**config.mk**
```make
export PLATFORM = sky130hd
export DESIGN_NAME = segdisp_rx
export DESIGN_NICKNAME = d
export VERILOG_FILES = /design/src/rtl/segdisp_pkg.sv /design/src/rtl/segdisp_sync.sv /design/src/rtl/segdisp_shift.sv /design/src/rtl/segdisp_commit.sv /design/src/rtl/segdisp_rx.sv
export SDC_FILE = /design/constraint.sdc
export NUM_CORES = 1
export LEC_CHECK = 0
export BUFFER_PORTS_ARGS = -buffer_cell sky130_fd_sc_hd__buf_2
export CAP_MARGIN = 10
export CORE_MARGIN = 2
export CORE_UTILIZATION = 57
export CTS_CLUSTER_DIAMETER = 40
export DETAILED_ROUTE_END_ITERATION = 10
export HOLD_SLACK_MARGIN = 0.06
export PLACE_DENSITY = 0.87
export SLEW_MARGIN = 5
export SYNTH_ARGS = -nofsm -noshare
export SYNTH_HDL_FRONTEND = slang
export SYNTH_HIERARCHICAL = 1
export SYNTH_SLANG_ARGS = --single-unit
```
**constraint.sdc**
```tcl
create_clock -name clk -period 2.2 [get_ports clk]
set_input_delay 0.22 -clock clk [delete_from_list [all_inputs] [get_ports clk]]
set_output_delay 0.22 -clock clk [all_outputs]
set_load 0.03 [all_outputs]
```
**src/rtl/segdisp_pkg.sv**
```systemverilog
package segdisp_pkg;

    // lane positions inside the synchroniser vector
    localparam int LANE_CS = 0;
    localparam int LANE_CK = 1;
    localparam int LANE_DI = 2;
    localparam int LANES   = 3;

    // positions of the mode flags within the trailing control field
    localparam int FLAG_BLANK = 0;
    localparam int FLAG_LOWPW = 1;
    localparam int FLAG_HBIAS = 2;

    typedef struct packed {
        logic half_bias;
        logic low_power;
        logic blank;
    } mode_flags_t;

endpackage

```
**src/rtl/segdisp_sync.sv**
```systemverilog
module segdisp_sync
    import segdisp_pkg::*;
#(
    parameter int STAGES = 2
) (
    input  logic clk,
    input  logic rst_n,
    input  logic cs_in,
    input  logic ck_in,
    input  logic di_in,
    output logic cs_lvl,
    output logic di_lvl,
    output logic ck_rise,
    output logic cs_rise,
    output logic cs_fall
);

    typedef struct packed {
        logic [STAGES-1:0][LANES-1:0] pipe;
        logic [LANES-1:0]             last;
    } sync_t;

    sync_t s_d, s_q;
    logic [LANES-1:0] now_v;

    always_comb begin
        s_d = s_q;
        s_d.pipe[0][LANE_CS] = cs_in;
        s_d.pipe[0][LANE_CK] = ck_in;
        s_d.pipe[0][LANE_DI] = di_in;
        for (int i = 1; i < STAGES; i++) begin
            s_d.pipe[i] = s_q.pipe[i-1];
        end
        s_d.last = s_q.pipe[STAGES-1];
    end

    always_ff @(posedge clk or negedge rst_n) begin
        if (!rst_n) s_q <= '0;
        else        s_q <= s_d;
    end

    assign now_v   = s_q.pipe[STAGES-1];
    assign cs_lvl  = now_v[LANE_CS];
    assign di_lvl  = now_v[LANE_DI];
    assign ck_rise = now_v[LANE_CK] & ~s_q.last[LANE_CK];
    assign cs_rise = now_v[LANE_CS] & ~s_q.last[LANE_CS];
    assign cs_fall = ~now_v[LANE_CS] & s_q.last[LANE_CS];

endmodule

```
**src/rtl/segdisp_shift.sv**
```systemverilog
module segdisp_shift #(
    parameter int FRAME_BITS = 104,
    parameter int CNT_W      = 7
) (
    input  logic                  clk,
    input  logic                  rst_n,
    input  logic                  cs_lvl,
    input  logic                  cs_rise,
    input  logic                  ck_rise,
    input  logic                  di_lvl,
    output logic [FRAME_BITS-1:0] frame_o,
    output logic [CNT_W-1:0]      count_o
);

    localparam logic [CNT_W-1:0] CNT_FULL = CNT_W'(FRAME_BITS);
    localparam logic [CNT_W-1:0] CNT_MAX  = CNT_W'(FRAME_BITS + 1);

    typedef struct packed {
        logic [FRAME_BITS-1:0] sr;
        logic [CNT_W-1:0]      cnt;
    } shift_t;

    shift_t sh_d, sh_q;

    always_comb begin
        sh_d = sh_q;
        if (cs_rise) begin
            sh_d.cnt = '0;
        end else if (cs_lvl && ck_rise) begin
            sh_d.sr = {sh_q.sr[FRAME_BITS-2:0], di_lvl};
            if (sh_q.cnt != CNT_MAX) begin
                sh_d.cnt = sh_q.cnt + CNT_W'(1);
            end
        end
    end

    always_ff @(posedge clk or negedge rst_n) begin
        if (!rst_n) sh_q <= '0;
        else        sh_q <= sh_d;
    end

    assign frame_o = sh_q.sr;
    assign count_o = sh_q.cnt;

    // nothing moves while chip select is low
    p_idle_hold_r1: assert property (@(posedge clk) disable iff (!rst_n)
        !cs_lvl |=> ($stable(sh_q.cnt) && $stable(sh_q.sr)));

    // an accepted clock edge advances the count by one
    p_count_step_r2: assert property (@(posedge clk) disable iff (!rst_n)
        (cs_lvl && ck_rise && !cs_rise && sh_q.cnt < CNT_FULL)
            |=> sh_q.cnt == $past(sh_q.cnt) + CNT_W'(1));

    // the newest bit is the data level seen at the accepted edge
    p_bit_capture_r2: assert property (@(posedge clk) disable iff (!rst_n)
        (cs_lvl && ck_rise && !cs_rise) |=> sh_q.sr[0] == $past(di_lvl));

endmodule

```
**src/rtl/segdisp_commit.sv**
```systemverilog
module segdisp_commit
    import segdisp_pkg::*;
#(
    parameter int SEG_COUNT = 32,
    parameter int COM_COUNT = 3,
    parameter int CTRL_BITS = 8,
    parameter int CNT_W     = 7
) (
    input  logic                               clk,
    input  logic                               rst_n,
    input  logic                               cs_fall,
    input  logic [SEG_COUNT*COM_COUNT+CTRL_BITS-1:0] frame_i,
    input  logic [CNT_W-1:0]                   count_i,
    output logic [SEG_COUNT*COM_COUNT-1:0]     disp_o,
    output mode_flags_t                        flags_o,
    output logic                               err_o
);

    localparam int DISP_BITS  = SEG_COUNT * COM_COUNT;
    localparam int FRAME_BITS = DISP_BITS + CTRL_BITS;
    localparam logic [CNT_W-1:0] CNT_FULL = CNT_W'(FRAME_BITS);

    typedef struct packed {
        logic [DISP_BITS-1:0] disp;
        mode_flags_t          flags;
        logic                 err;
    } commit_t;

    commit_t cm_d, cm_q;
    logic [DISP_BITS-1:0] disp_new;
    mode_flags_t          flags_new;

    // serial bit n (1-based) sits at frame position FRAME_BITS-n;
    // segment s, common c takes bit n = COM_COUNT*s + COM_COUNT - c
    for (genvar s = 0; s < SEG_COUNT; s++) begin : g_seg
        for (genvar c = 0; c < COM_COUNT; c++) begin : g_com
            assign disp_new[s*COM_COUNT + c] =
                frame_i[FRAME_BITS - (s*COM_COUNT + COM_COUNT - c)];
        end
    end

    assign flags_new.half_bias = frame_i[FLAG_HBIAS];
    assign flags_new.low_power = frame_i[FLAG_LOWPW];
    assign flags_new.blank     = frame_i[FLAG_BLANK];

    always_comb begin
        cm_d     = cm_q;
        cm_d.err = 1'b0;
        if (cs_fall) begin
            if (count_i == CNT_FULL) begin
                cm_d.disp  = disp_new;
                cm_d.flags = flags_new;
            end else begin
                cm_d.err = 1'b1;
            end
        end
    end

    always_ff @(posedge clk or negedge rst_n) begin
        if (!rst_n) cm_q <= '0;
        else        cm_q <= cm_d;
    end

    assign disp_o  = cm_q.disp;
    assign flags_o = cm_q.flags;
    assign err_o   = cm_q.err;

    // committed state changes only after a chip-select fall
    p_commit_on_fall_r4: assert property (@(posedge clk) disable iff (!rst_n)
        !cs_fall |=> ($stable(cm_q.disp) && $stable(cm_q.flags)));

    // a rejection pulse lasts a single cycle
    p_err_single_r8: assert property (@(posedge clk) disable iff (!rst_n)
        cm_q.err |=> !cm_q.err);

    // a rejected transfer leaves the committed state as it was
    p_err_keeps_r8: assert property (@(posedge clk) disable iff (!rst_n)
        cm_q.err |-> ($stable(cm_q.disp) && $stable(cm_q.flags)));

    // a pulse is caused only by a fall with a wrong count
    p_err_cause_r8: assert property (@(posedge clk) disable iff (!rst_n)
        cm_q.err |-> ($past(cs_fall) && $past(count_i) != CNT_FULL));

endmodule

```
**src/rtl/segdisp_rx.sv**
```systemverilog
module segdisp_rx
    import segdisp_pkg::*;
#(
    parameter int SEG_COUNT   = 32,
    parameter int COM_COUNT   = 3,
    parameter int CTRL_BITS   = 8,
    parameter int SYNC_STAGES = 2
) (
    input  logic                           clk,
    input  logic                           rst_n,
    input  logic                           cs_in,
    input  logic                           ck_in,
    input  logic                           di_in,
    output logic [SEG_COUNT*COM_COUNT-1:0] seg_data_o,
    output logic                           half_bias_o,
    output logic                           low_power_o,
    output logic                           blank_o,
    output logic                           frame_err_o
);

    localparam int DISP_BITS  = SEG_COUNT * COM_COUNT;
    localparam int FRAME_BITS = DISP_BITS + CTRL_BITS;
    localparam int CNT_W      = $clog2(FRAME_BITS + 2);

    logic                  cs_lvl, di_lvl, ck_rise, cs_rise, cs_fall;
    logic [FRAME_BITS-1:0] frame;
    logic [CNT_W-1:0]      count;
    mode_flags_t           flags;

    segdisp_sync #(
        .STAGES (SYNC_STAGES)
    ) u_sync (
        .clk     (clk),
        .rst_n   (rst_n),
        .cs_in   (cs_in),
        .ck_in   (ck_in),
        .di_in   (di_in),
        .cs_lvl  (cs_lvl),
        .di_lvl  (di_lvl),
        .ck_rise (ck_rise),
        .cs_rise (cs_rise),
        .cs_fall (cs_fall)
    );

    segdisp_shift #(
        .FRAME_BITS (FRAME_BITS),
        .CNT_W      (CNT_W)
    ) u_shift (
        .clk     (clk),
        .rst_n   (rst_n),
        .cs_lvl  (cs_lvl),
        .cs_rise (cs_rise),
        .ck_rise (ck_rise),
        .di_lvl  (di_lvl),
        .frame_o (frame),
        .count_o (count)
    );

    segdisp_commit #(
        .SEG_COUNT (SEG_COUNT),
        .COM_COUNT (COM_COUNT),
        .CTRL_BITS (CTRL_BITS),
        .CNT_W     (CNT_W)
    ) u_commit (
        .clk     (clk),
        .rst_n   (rst_n),
        .cs_fall (cs_fall),
        .frame_i (frame),
        .count_i (count),
        .disp_o  (seg_data_o),
        .flags_o (flags),
        .err_o   (frame_err_o)
    );

    assign half_bias_o = flags.half_bias;
    assign low_power_o = flags.low_power;
    assign blank_o     = flags.blank;

endmodule

```
==> results.rst <==
.. list-table::
   :header-rows: 1

   * - Metric
     - Value
   * - Outcome
     - finished clean
   * - Mapped Nets
     - 497
   * - Cell Chain, Critical Path
     - nor2b_1 -> nand2_2 -> or2_4 -> buf_4 -> mux2_2
   * - Sequential cell area
     - 5480 um2
   * - TritonCTS clock tree
     - yes
   * - Count of flip-flops with a built-in enable after synthesis
     - 0
   * - Clock latency reported for the late side of the worst-skew pair
     - 0.50 ns
   * - Wire length per cell after detailed routing
     - 18.0 um
   * - Clock buffer count from CTS
     - 27
   * - Area added between synthesis and finish
     - 19.8%
   * - Number of remaining DRC errors
     - 0
   * - Final Max Slew Viols
     - 0
   * - Yosys warning count
     - 6
   * - Largest net degree at the start of global routing
     - 72
   * - MaxCap Viol Count
     - 0
   * - Global-route usage over all layers
     - 0.188
   * - Global route total overflow
     - 0
   * - Delay of the slowest cell on the worst path
     - 0.35 ns
   * - Count of port buffers added during placement
     - 104
   * - Non-filler instance count after layout
     - 815
   * - Deepest clock path buffer count
     - 3
   * - Placed insts
     - 764
   * - R2r worst-path depth
     - 5
   * - Total number of clock tree sinks
     - 219
   * - Cell Rows
     - 44
   * - Critical path start-end classification
     - reg -> reg
   * - Via count
     - 4450
   * - Slew of the pin with the lowest slew margin
     - 0.527 ns
   * - Final clock period utilization by the worst path
     - 0.856
   * - HPWL after DPL
     - 9300 um
   * - Kind of start point of the critical path
     - flip-flop
   * - # IOs
     - 105
   * - Number of standard cells after synthesis
     - 490
   * - Launching point of the worst reg2reg path
     - u_sync/now_v[1]
   * - Worst clock skew
     - 0.0170 ns
   * - Highest ir drop seen on vdd
     - 602 uV
   * - Core box area
     - 14500 um2
   * - Main flop type after synthesis
     - dfrtp_1
   * - Area used by multi-input combinational logic
     - 2810 um2
   * - Die Height
     - 126 um
   * - Reg-to-reg setup timing slack
     - 0.32 ns
   * - Final count of negative-setup-slack endpoints
     - 0
   * - Clock-pin slew reported for the worst setup and hold paths after clock tree synthesis
     - 0.06 ns
   * - Die area
     - 15800 um2
   * - Initial DRC Count
     - 230
   * - Post-synthesis register bit count
     - 219
   * - Highest net fanout along the worst path
     - 30
   * - Hold crit path type
     - in -> async
   * - Setup repair after global routing missed its margin
     - no
   * - Final net count
     - 620
   * - Wire length of the first global-routing pass
     - 24600 um
   * - Buffers inserted by post-CTS timing repair
     - 0
   * - RR Endpoint
     - u_shift/frame_o[21]
   * - Count of nets left with antenna violations after detail routing
     - 0
   * - Register area share after synthesis
     - 0.647
   * - Syn Area/Cell
     - 17.3 um2
   * - Via count of the first global-routing pass
     - 4699
   * - Netlist cell types
     - 33
   * - Summed instance area of the synthesized netlist
     - 8470 um2
   * - Maximum level of the CTS H-tree
     - 1
   * - Post-cts sizing count
     - 0
   * - Antenna cells
     - 0
   * - Library cell used as clock root buffer
     - clkbuf_16
   * - Average via count per standard cell
     - 5.46
   * - Max-slew headroom
     - 0.649
   * - Critical path's slowest cell
     - dfrtp_1
   * - FFs w/ async S/R, synth
     - 1.00
   * - Setup TNS after final layout
     - 0 ns
   * - Power Density
     - 863 nW/um2
   * - Initial Utilization
     - 0.583
   * - Horizontal die dimension
     - 126 um
   * - Count of filler cells inserted in the layout
     - 943
   * - CP Launch Point
     - u_sync/now_v[1]
   * - WP data arrival
     - 2.26 ns
   * - Sum of routed wire length over all layers
     - 14700 um
   * - Clock period minus final worst setup slack
     - 1.88 ns
   * - Share of final-layout standard cells stronger than drive strength 1
     - 0.564
   * - Number of antenna violations at the first check in global routing
     - 0
   * - Final Hold Vio Count
     - 0
   * - Weighted congestion at the end of routability-driven global placement
     - 0.817
   * - Drt pass-1 iters
     - 4
   * - Tightest hold margin
     - 0.268 ns
   * - Endpoint kind of the worst setup timing path
     - flip-flop
   * - Required time reported for the critical path endpoint
     - 2.57 ns
   * - Achievable Freq
     - 0.531 GHz
   * - Leakage power total
     - 5.63 nW
-- critical path: cells and delay by family, from the launching register on --
| kind | cells | cell delay, ns |
|---|---|---|
| multiplexers | 1 | 0.32 |
| buffers and inverters | 1 | 0.26 |
| AND/OR/NAND/NOR | 3 | 0.81 |
| flip-flops | 1 | 0.35 |
-- flip-flops by register name, indices dropped and copies added (netlist names) --
| name | count |
|---|---|
| u_commit/disp_o | 96 |
| u_commit/err_o | 1 |
| u_commit/flags_o | 3 |
| u_shift/count_o | 7 |
| u_shift/frame_o | 104 |
| u_sync/now_v | 3 |
| u_sync/s_d | 3 |
| u_sync/s_q | 2 |
-- worst max path at each step --
stage / endpoint / slack [ns] / depth (start not counted)
6_report: u_shift/frame_o[21] / 0.32 / 5
5_1_grt: u_shift/frame_o[21] / 0.23 / 5
4_1_cts: u_shift/frame_o[21] / 0.37 / 5
3_5_place_dp: u_shift/frame_o[21] / 0.38 / 5
3_3_place_gp: u_shift/frame_o[22] / 0.49 / 4
2_1_floorplan: u_shift/frame_o[28] / 0.46 / 7
-- stage by stage --
stage / cell area, um2 / total power [W] / util / setup WS, ns
global placement: 9210 / 0.00445 / 0.634 / 0.490
CTS: 10100 / 0.00883 / 0.698 / 0.371
detailed placement: 9210 / 0.00448 / 0.634 / 0.379
global route: 10100 / 0.00906 / 0.698 / 0.229
finish: 10100 / 0.00875 / 0.698 / 0.316
floorplan: 8470 / 0.00434 / - / 0.461
-- logic make-up after synthesis --
family	after synthesis	synth area share
buffers and inverters	26	0.0208
AND/OR/NAND/NOR	26	0.0223
AO/OA/AOI/OAI	14	0.0102
adder cells (fa/ha/maj)	2	0.00295
multiplexers	203	0.297
flip-flops	219	0.647
-- power breakdown --
part | internal (W) | switching [W] | leakage [nW]
clock | 0.00267 | 0.00167 | 0.432
combinational | 0.000103 | 0.000151 | 2.16
sequential | 0.00410 | 0.0000512 | 3.03
total | 0.00688 | 0.00188 | 5.63
-- layout by cell type, fill, tap and decap left out, types with 2 or more instances in the layout --
cell | netlist | routed
dfrtp_1 | 219 | 219
mux2_2 | 133 | 133
buf_2 | 12 | 103
mux2_4 | 60 | 60
clkbuf_16 | 0 | 27
mux2_1 | 10 | 10
buf_12 | 0 | 6
a21oi_1 | 5 | 5
clkbuf_1 | 2 | 4
clkinv_4 | 0 | 4
inv_6 | 0 | 4
dlygate4sd3_1 | 0 | 4
nand3_1 | 4 | 4
bufinv_16 | 0 | 3
buf_4 | 1 | 3
inv_1 | 3 | 3
nand2_1 | 3 | 3
o21ai_0 | 3 | 3
or3_1 | 3 | 3
clkinvlp_4 | 0 | 2
clkbuf_8 | 0 | 2
and4bb_2 | 2 | 2
a31oi_1 | 2 | 2
or4_1 | 2 | 2
ha_1 | 2 | 2
nor2b_1 | 2 | 2
-- cell usage after synthesis, types with 2 or more instances --
library cell  number  share of area
inv_1              3         0.0013
buf_2             12         0.0071
a31oi_1            2         0.0015
buf_6              8          0.011
nand3_1            4         0.0024
o21ai_0            3         0.0018
a21oi_1            5         0.0030
ha_1               2         0.0030
clkbuf_1           2        0.00089
or4_1              2         0.0018
dfrtp_1          219           0.65
nor2b_1            2         0.0015
and4bb_2           2         0.0030
mux2_1            10          0.013
mux2_2           133           0.18
nand2_1            3         0.0013
or3_1              3         0.0022
mux2_4            60           0.11
-- cell type report --
class                      instances  share of cell area
sequential                       219               0.540
multi-input combinational        245               0.277
clock inverter                    15              0.0189
tap                              184              0.0227
timing repair buffer             117              0.0702
clock buffer                      32              0.0694
inverter                           3             0.00111
-- what timing repair did --
item                       in CTS  in global routing
hold endpoints to repair       62                  0
setup endpoints to repair       0                  0
hold buffers                    4                  0
-- routing by layer --
layer	up-vias	share of wire	global-route usage
met3	14	0.064	0.0472
met4	0	0.011	0.0362
met1	2299	0.45	0.266
li1	2010	-	-
met5	-	0	0
met2	127	0.48	0.302
Power figures use the tool's default switching activity.
